[src/rtl/bxu_pkg.sv]
package bxu_pkg;

    typedef enum logic [1:0] {
        WK_NONE   = 2'd0,
        WK_MIRROR = 2'd1,
        WK_PRG    = 2'd2,
        WK_CHR    = 2'd3
    } wr_kind_e;

    typedef enum logic [1:0] {
        MIR_SINGLE_A = 2'd0,
        MIR_SINGLE_B = 2'd1,
        MIR_VERT     = 2'd2,
        MIR_HORIZ    = 2'd3
    } mirror_e;

    localparam logic [10:0] OFS_MIRROR = 11'h2FE;
    localparam logic [10:0] OFS_PRG    = 11'h504;
    localparam logic [10:0] OFS_CHR    = 11'h510;

    localparam int PRG_SLOTS = 4;
    localparam int CHR_SLOTS = 8;

    function automatic logic [7:0] prg_reset_bank(input int slot);
        case (slot)
            0:       return 8'h00;
            1:       return 8'h01;
            2:       return 8'hFE;
            default: return 8'hFF;
        endcase
    endfunction

endpackage

[src/rtl/bxu_wr_decode.sv]
module bxu_wr_decode
    import bxu_pkg::*;
(
    input  logic        reg_we,
    input  logic [15:0] reg_addr,
    output wr_kind_e    wr_kind,
    output logic [2:0]  wr_idx
);

    logic [10:0] ofs;

    assign ofs    = reg_addr[10:0];
    assign wr_idx = ofs[2:0];

    always_comb begin
        wr_kind = WK_NONE;
        if (reg_we) begin
            if (ofs[10:1] == OFS_MIRROR[10:1]) begin
                wr_kind = WK_MIRROR;
            end else if (ofs[10:2] == OFS_PRG[10:2]) begin
                wr_kind = WK_PRG;
            end else if (ofs[10:3] == OFS_CHR[10:3]) begin
                wr_kind = WK_CHR;
            end
        end
    end

endmodule

[src/rtl/bxu_bank_regs.sv]
module bxu_bank_regs
    import bxu_pkg::*;
#(
    parameter int         PRG_BW      = 5,
    parameter int         CHR_BW      = 7,
    parameter logic [1:0] MIRROR_INIT = 2'd2
) (
    input  logic                        clk,
    input  logic                        rst_n,
    input  wr_kind_e                    wr_kind,
    input  logic [2:0]                  wr_idx,
    input  logic                        wr_addr0,
    input  logic [7:0]                  wr_data,
    output logic [PRG_SLOTS*PRG_BW-1:0] prg_flat,
    output logic [CHR_SLOTS*CHR_BW-1:0] chr_flat,
    output mirror_e                     mirror_q
);

    for (genvar g = 0; g < PRG_SLOTS; g++) begin : g_prg
        localparam logic [7:0] INIT_V = prg_reset_bank(g);
        logic [PRG_BW-1:0] bank_q;

        always_ff @(posedge clk or negedge rst_n) begin
            if (!rst_n) begin
                bank_q <= INIT_V[PRG_BW-1:0];
            end else if (wr_kind == WK_PRG && wr_idx[1:0] == 2'(g)) begin
                bank_q <= wr_data[PRG_BW-1:0];
            end
        end

        assign prg_flat[g*PRG_BW +: PRG_BW] = bank_q;
    end

    for (genvar g = 0; g < CHR_SLOTS; g++) begin : g_chr
        logic [CHR_BW-1:0] bank_q;

        always_ff @(posedge clk or negedge rst_n) begin
            if (!rst_n) begin
                bank_q <= '0;
            end else if (wr_kind == WK_CHR && wr_idx == 3'(g)) begin
                bank_q <= wr_data[CHR_BW-1:0];
            end
        end

        assign chr_flat[g*CHR_BW +: CHR_BW] = bank_q;
    end

    always_ff @(posedge clk or negedge rst_n) begin
        if (!rst_n) begin
            mirror_q <= mirror_e'(MIRROR_INIT);
        end else if (wr_kind == WK_MIRROR) begin
            mirror_q <= mirror_e'({wr_addr0, wr_data[4]});
        end
    end

endmodule

[src/rtl/bxu_slot_map.sv]
module bxu_slot_map #(
    parameter int NREG       = 4,
    parameter int SEL_W      = 2,
    parameter int OFF_W      = 13,
    parameter int BANK_BW    = 5,
    parameter bit RAM_BYPASS = 1'b0,
    localparam int IN_W      = SEL_W + OFF_W,
    localparam int OUT_W     = BANK_BW + OFF_W
) (
    input  logic [NREG*BANK_BW-1:0] bank_flat,
    input  logic [IN_W-1:0]         win_addr,
    output logic [OUT_W-1:0]        phys_addr
);

    if (RAM_BYPASS) begin : g_bypass
        always_comb begin
            phys_addr = '0;
            phys_addr[IN_W-1:0] = win_addr;
        end
    end else begin : g_banked
        logic [SEL_W-1:0]   sel;
        logic [BANK_BW-1:0] bank;

        always_comb begin
            sel       = win_addr[IN_W-1:OFF_W];
            bank      = bank_flat[int'(sel)*BANK_BW +: BANK_BW];
            phys_addr = {bank, win_addr[OFF_W-1:0]};
        end
    end

endmodule

[src/rtl/bank_xlate_unit.sv]
module bank_xlate_unit
    import bxu_pkg::*;
#(
    parameter int         PRG_BANKS   = 32,
    parameter int         CHR_BANKS   = 128,
    parameter bit         CHR_RAM     = 1'b0,
    parameter logic [1:0] MIRROR_INIT = 2'd2,
    localparam int        PRG_BW      = $clog2(PRG_BANKS),
    localparam int        CHR_BW      = $clog2(CHR_BANKS),
    localparam int        PRG_AW      = PRG_BW + 13,
    localparam int        CHR_AW      = CHR_BW + 10
) (
    input  logic              clk,
    input  logic              rst_n,
    input  logic              reg_we,
    input  logic [15:0]       reg_addr,
    input  logic [7:0]        reg_wdata,
    input  logic [14:0]       cpu_addr,
    output logic [PRG_AW-1:0] prg_addr,
    input  logic [12:0]       vid_addr,
    input  logic              vid_we,
    output logic [CHR_AW-1:0] chr_addr,
    output logic              chr_we,
    output logic [1:0]        mirror_mode
);

    wr_kind_e                    wr_kind;
    logic [2:0]                  wr_idx;
    logic [PRG_SLOTS*PRG_BW-1:0] prg_flat;
    logic [CHR_SLOTS*CHR_BW-1:0] chr_flat;
    mirror_e                     mirror_q;

    bxu_wr_decode dec_i (
        .reg_we   (reg_we),
        .reg_addr (reg_addr),
        .wr_kind  (wr_kind),
        .wr_idx   (wr_idx)
    );

    bxu_bank_regs #(
        .PRG_BW      (PRG_BW),
        .CHR_BW      (CHR_BW),
        .MIRROR_INIT (MIRROR_INIT)
    ) regs_i (
        .clk      (clk),
        .rst_n    (rst_n),
        .wr_kind  (wr_kind),
        .wr_idx   (wr_idx),
        .wr_addr0 (reg_addr[0]),
        .wr_data  (reg_wdata),
        .prg_flat (prg_flat),
        .chr_flat (chr_flat),
        .mirror_q (mirror_q)
    );

    bxu_slot_map #(
        .NREG       (PRG_SLOTS),
        .SEL_W      (2),
        .OFF_W      (13),
        .BANK_BW    (PRG_BW),
        .RAM_BYPASS (1'b0)
    ) prg_map_i (
        .bank_flat (prg_flat),
        .win_addr  (cpu_addr),
        .phys_addr (prg_addr)
    );

    bxu_slot_map #(
        .NREG       (CHR_SLOTS),
        .SEL_W      (3),
        .OFF_W      (10),
        .BANK_BW    (CHR_BW),
        .RAM_BYPASS (CHR_RAM)
    ) chr_map_i (
        .bank_flat (chr_flat),
        .win_addr  (vid_addr),
        .phys_addr (chr_addr)
    );

    assign chr_we      = CHR_RAM && vid_we;
    assign mirror_mode = mirror_q;

endmodule

[config.mk]
export PLATFORM = sky130hd
export DESIGN_NAME = bank_xlate_unit
export DESIGN_NICKNAME = d
export VERILOG_FILES = /design/src/rtl/bxu_pkg.sv /design/src/rtl/bxu_wr_decode.sv /design/src/rtl/bxu_bank_regs.sv /design/src/rtl/bxu_slot_map.sv /design/src/rtl/bank_xlate_unit.sv
export SDC_FILE = /design/constraint.sdc
export NUM_CORES = 1
export LEC_CHECK = 0
export ABC_AREA = 1
export ABC_CLOCK_PERIOD_IN_PS = 1950
export BUFFER_PORTS_ARGS = -buffer_cell sky130_fd_sc_hd__buf_2
export CAP_MARGIN = 10
export CORE_MARGIN = 4
export CORE_UTILIZATION = 35
export CTS_CLUSTER_DIAMETER = 100
export DETAILED_ROUTE_END_ITERATION = 8
export PLACE_DENSITY = 0.67
export SKIP_LAST_GASP = 1
export SYNTH_ARGS = -nofsm -noshare
export SYNTH_HDL_FRONTEND = slang
export SYNTH_SLANG_ARGS = --single-unit
[constraint.sdc]
create_clock -name clk -period 1.95 [get_ports clk]
set_clock_uncertainty 0.1 [all_clocks]
set_input_delay 0.4875 -clock clk [delete_from_list [all_inputs] [get_ports clk]]
set_output_delay 0.4875 -clock clk [all_outputs]
set_load 0.02 [all_outputs]
Word-level counts from Yosys, hierarchy flattened
Cells that the tools add are included.
Widths: inputs -> output; s select.

operators by class
  $mul = 2
  eq/ne operators = 16
  shift-type cells = 2
  muxes and demuxes = 4
  reductions and logical operators = 14

operator list
  cell                 number
  $shiftx 56x32->7     1
  $shiftx 20x32->5     1
  $eq 3x3->1 const B   4
  $logic_and 1x1->1    12
  $eq 10x9->1 const B  1
  $eq 9x9->1 const B   1
  $eq 2x2->1 const B   4
  $eq 8x8->1 const B   1
  $mux 2               4
  $eq 3x2->1 const B   2
  $mul 3x3->6 const B  1
  $mul 2x3->5 const B  1
  $eq 2x1->1 const B   2
  $eq 3x1->1 const B   1
  $logic_not 3->1      1
  $logic_not 2->1      1

word-level totals
  register bits after elaboration = 78
  input bits = 56
  output and inout port bits = 38
  logic and storage cells = 51

Longest topological paths before layout
  word-level depth = 7
  gate-level depth with buffers = 9
  gate-level depth less buffers = 8

Modules after synthesis
From an unflattened synthesis, not the netlist that was laid out.

unflattened totals
  cell total of the unflattened synthesis = 660
  area, all modules = 4499.3 um^2

modules (own cells, without submodules)
  module                    instances  cells each  area each (um^2)  sequential area each (um^2)
  bxu_bank_regs             1          362         3110.5            1965.6
  bxu_slot_map (chr_map_i)  1          196         909.6             0.0
  bxu_slot_map (prg_map_i)  1          71          335.3             0.0
  bxu_wr_decode             1          29          132.6             0.0
  bank_xlate_unit           1          2           11.3              0.0

Worst setup path after synthesis
No wires, ideal clock.

  path kind = input to output
  start point = input port vid_addr[10]
  end point = output port chr_addr[12]
  arrival time = 1.397 ns
  required time = 1.362 ns
  setup slack = -0.034 ns
  cell stages on the path = 7
  path buffers = 2
  path through = buf_2 > clkinv_1 > buf_2 > o21ai_0 > o21ai_0 > nand2_1 > nand2_1

between the ends
  longest elaborated chain between the ends = 2

ends and longest elaborated chain
  element           line                   RTL
  from (decl)       bank_xlate_unit.sv:20  input logic [12:0] vid_addr,
  $mul 3x3->6       bxu_slot_map.sv:26     bank = bank_flat[int'(sel)*BANK_BW +: BANK_BW];
  $shiftx 56x32->7  bxu_slot_map.sv:26
  to (decl)         bank_xlate_unit.sv:22  output logic [CHR_AW-1:0] chr_addr,

Every way passes these cells.

Final worst setup path
  start point = input port vid_addr[10]
  end point = output port chr_addr[15]

The elaborated chain is that of the path after synthesis.

==> impl_summary.txt <==
----------------------------------------------------
[Timing]
  Final worst-path cycle share ... 1.01
  Final setup violation count ... 3
  Setup repair after global routing missed its margin ... yes
  Hold WS ... between 0.3 and 0.4 ns
  Shortest period the worst path allows ... approximately 2 ns
  Final sum of negative setup slack ... -0.0280 ns
  Maximum frequency from static timing analysis ... approximately 500 MHz
  Crit path setup slack, layout ... -0.0147 ns
  Number of max-slew violations in the final report ... 0
  Final-report hold violation count ... 0

[Layout]
  Area overhead of the layout relative to synthesis ... 20.3%
  Fin nets ... around 640
  Share of the core filled with cells ... 0.435
  Register area ... between 1500 and 2000 um^2
  Layout cells sized above 1 ... 0.217
  Fill cells ... approximately 1.1k
  Antenna Diode Count ... 0
  Area of combinational cells with multiple inputs ... around 1900 um^2

[Setup path]
  Capturing instance or port of the critical path ... chr_addr[15]
  Startpoint type of the worst setup path ... primary input
  Critical path capture point type ... output pin
  Launching element of the worst setup path ... vid_addr[10]
  Worst R2R End ... regs_i.g_prg[3].bank_q[1]
  Critical Setup Path Class ... primary input to output pin
  Reg2reg start ... regs_i.g_prg[3].bank_q[1]
  Top fanout value on the critical path ... 7
  Reg-to-reg setup timing slack ... 1.11 ns
  Register-to-Register Path Depth ... 2
  Worst Path Arrival ... ~1.4 ns
  Worst Path Required ... approximately 1.4 ns

[Clocking]
  Post-CTS Setup Inserts ... 0
  Largest buffer count on any clock path ... 2
  H-tree levels ... 3
  CTS root buf ... clkbuf_16
  CTS tree ... yes
  Clock transition at path regs ... 0.06 ns
  Cts bufs inserted ... 9
  Clock sink count ... 78
  Clock latency on the worst-skew pair ... about 0.33 ns

[Floorplanning]
  Area of the core region ... 11600 um^2
  Floorplan row count ... 39
  Die width ... 117 um
  I/O pin count ... between 90 and 100
  Area of the die ... 13800 um^2
  Vertical die dimension ... between 100 and 150 um
  Effective utilization at floorplan ... 0.362

[Logic synthesis]
  Cells after Synth ... roughly 560
  Syn nets ... between 600 and 700
  Number of warnings reported in the yosys synthesis log ... 0
  Synthesized area divided by synthesized cell count ... roughly 7.4 um^2
  Seq/Total Area, Yosys ... 0.470
  Unique cell type count in the Yosys netlist ... 23
  Post-synth design cell area ... between 4000 and 5000 um^2
  Total of flip-flops plus latches after synthesis ... slightly below 80

[Pwr]
  Part of the total power dissipated in sequential elements ... 0.431
  Switch Pwr ... about 0.00095 W
  Cell internal power dissipation ... roughly 0.0029 W
  Clock share of power ... 0.453
  Ratio of total power to cell area ... around 760 nW/um^2
  Switching share of total power ... 0.248
  Combinational cell fraction of total power ... 0.116
  Worst VDD drop ... between 400 and 500 uV
  Static Leak ... approximately 2.6 nW

[Global routing]
  Wire length of the first global-routing pass ... around 18000 um
  Largest net degree at the start of global routing ... 36
  Remaining global-route overflow ... 0
  Number of global-route vias before repair ... 3659
  Overall track demand over capacity in global routing ... 0.163
  Number of antenna violations at the first check in global routing ... 0

[Detailed routing]
  Post-detailed-route wirelength per cell ... approximately 15 um
  Routed wire length ... 11300 um
  Drt first pass iters ... 5
  Average vias per placed instance ... 5.21
  Number of design rule violations left after detail routing ... 0
  Number of vias after detailed routing ... around 3.8k
  Post-route ant nets ... 0
  Iteration-0 DRC Markers ... 235

[Place]
  Final HPWL DP ... 7770 um
  Routability congestion estimate ... about 0.89
  Setup slack at placement ... -0.196 ns
  Count of buffers inserted at the top-level ports ... 39

[Job]
  Max_cap viols ... 0

[Run status]
  Failing checks ... setup timing
  Status ... finished, violations left

[Worst hold path]
  Min-delay worst type ... flip-flop to flip-flop
  Hold path cells ... 2

----------------------------------------------------
[power by group through the flow]
| stage | logic (W) | clock network (W) | registers (W) |
|---|---|---|---|
| after global placement | 0.000353 | 0 | 0.00167 |
| after detailed placement | 0.000360 | 0 | 0.00167 |
| after CTS | 0.000411 | 0.00175 | 0.00164 |
| after floorplan | 0.000257 | 0 | 0.00167 |
| final | 0.000443 | 0.00173 | 0.00164 |
| after global routing | 0.000480 | 0.00183 | 0.00164 |
[worst min-delay path by stage]
stage                                         start                   endpoint  slack [ns]
after floorplan                               rst_n  regs_i.g_chr[0].bank_q[0]        0.09
after CTS                 regs_i.g_chr[2].bank_q[6]  regs_i.g_chr[2].bank_q[6]        0.37
after global routing                   reg_wdata[6]  regs_i.g_chr[6].bank_q[6]        0.38
after global placement                        rst_n  regs_i.g_prg[0].bank_q[1]        0.30
after detailed placement                      rst_n  regs_i.g_prg[2].bank_q[0]        0.30
final                     regs_i.g_chr[2].bank_q[4]  regs_i.g_chr[2].bank_q[4]        0.37
[area by class of cell]
cell class | count | share of cell area
clock inverter | 4 | 0.0107
timing repair buffer | 60 | 0.111
inverter | 23 | 0.0199
clock buffer | 12 | 0.0510
multi-input combinational | 414 | 0.381
tap | 143 | 0.0356
sequential | 78 | 0.391
[critical path: stages]
cell and delay, ns:
buf_12 0.12, bufbuf_16 0.27, o21ai_1 0.12, o21ai_1 0.07
nand2_1 0.09, nand2_1 0.07, buf_6 0.13
[registers in the layout, summed over array words and instances (netlist names)]
| name | flops |
|---|---|
| regs_i.g_chr.bank_q | 56 |
| regs_i.g_prg.bank_q | 20 |
| regs_i.mirror_q | 2 |
[synthesized netlist by cell type]
| library cell | count | area, um^2 |
|---|---|---|
| buf_2 | 15 | 75.1 |
| buf_4 | 24 | 180 |
| buf_6 | 4 | 45.0 |
| clkbuf_1 | 5 | 18.8 |
| clkinv_1 | 3 | 11.3 |
| conb_1 | 1 | 3.75 |
| dfrtp_1 | 67 | 1680 |
| dfstp_2 | 11 | 289 |
| inv_1 | 16 | 60.1 |
| inv_2 | 3 | 11.3 |
| inv_6 | 1 | 8.76 |
| nand2_1 | 209 | 785 |
| nand3_1 | 45 | 225 |
| nand3_4 | 1 | 17.5 |
| nand4_1 | 4 | 25.0 |
| nor2_1 | 63 | 236 |
| nor2_2 | 3 | 18.8 |
| nor2_4 | 6 | 67.6 |
| nor3_2 | 2 | 20.0 |
| o21a_1 | 1 | 7.51 |
| o21ai_0 | 63 | 315 |
| o21ai_1 | 11 | 55.1 |
| o22ai_1 | 5 | 31.3 |
[kinds of logic after synthesis]
| group | Yosys count | share of synthesized area |
|---|---|---|
| other | 1 | 0.000896 |
| flip-flops | 78 | 0.470 |
| AO/OA/AOI/OAI | 80 | 0.0978 |
| AND/OR/NAND/NOR | 333 | 0.333 |
| buffers and inverters | 71 | 0.0981 |
[metal layers]
metal / track usage / share of wire / vias up
met4: 0.0638 / 0.020 / 0
met2: 0.264 / 0.47 / 149
met1: 0.216 / 0.44 / 1823
li1: - / - / 1825
met5: 0 / 0 / -
met3: 0.0332 / 0.068 / 27
[cells in the final DEF (no fill, tap or decap), drive strengths merged]
cell type and count:
dfrtp 67, o22ai 5, bufbuf 1, nor2 72, clkinvlp 3, nor3 2, nand4 4, conb 1
inv 21, buf 57, o21a 1, o21ai 74, dfstp 11, dlygate4sd3 1, clkbuf 13, nand3 46
bufinv 1, nand2 209, clkinv 2
[through the flow]
stage	cells	cell area [um^2]	power, W
floorplan	563	4190	0.00193
global placement	714	4420	0.00202
detailed placement	714	4420	0.00203
CTS	733	4910	0.00381
global route	734	5030	0.00395
finish	734	5030	0.00381
[repair_timing]
item                       in CTS  in global routing
hold endpoints to repair       13                  0
gates resized for setup        58                 36
hold buffers                    1                  0
pin swaps                       3                  5
gates cloned                    2                  1
setup endpoints to repair       7                 12
Power figures use the tool's default switching activity.
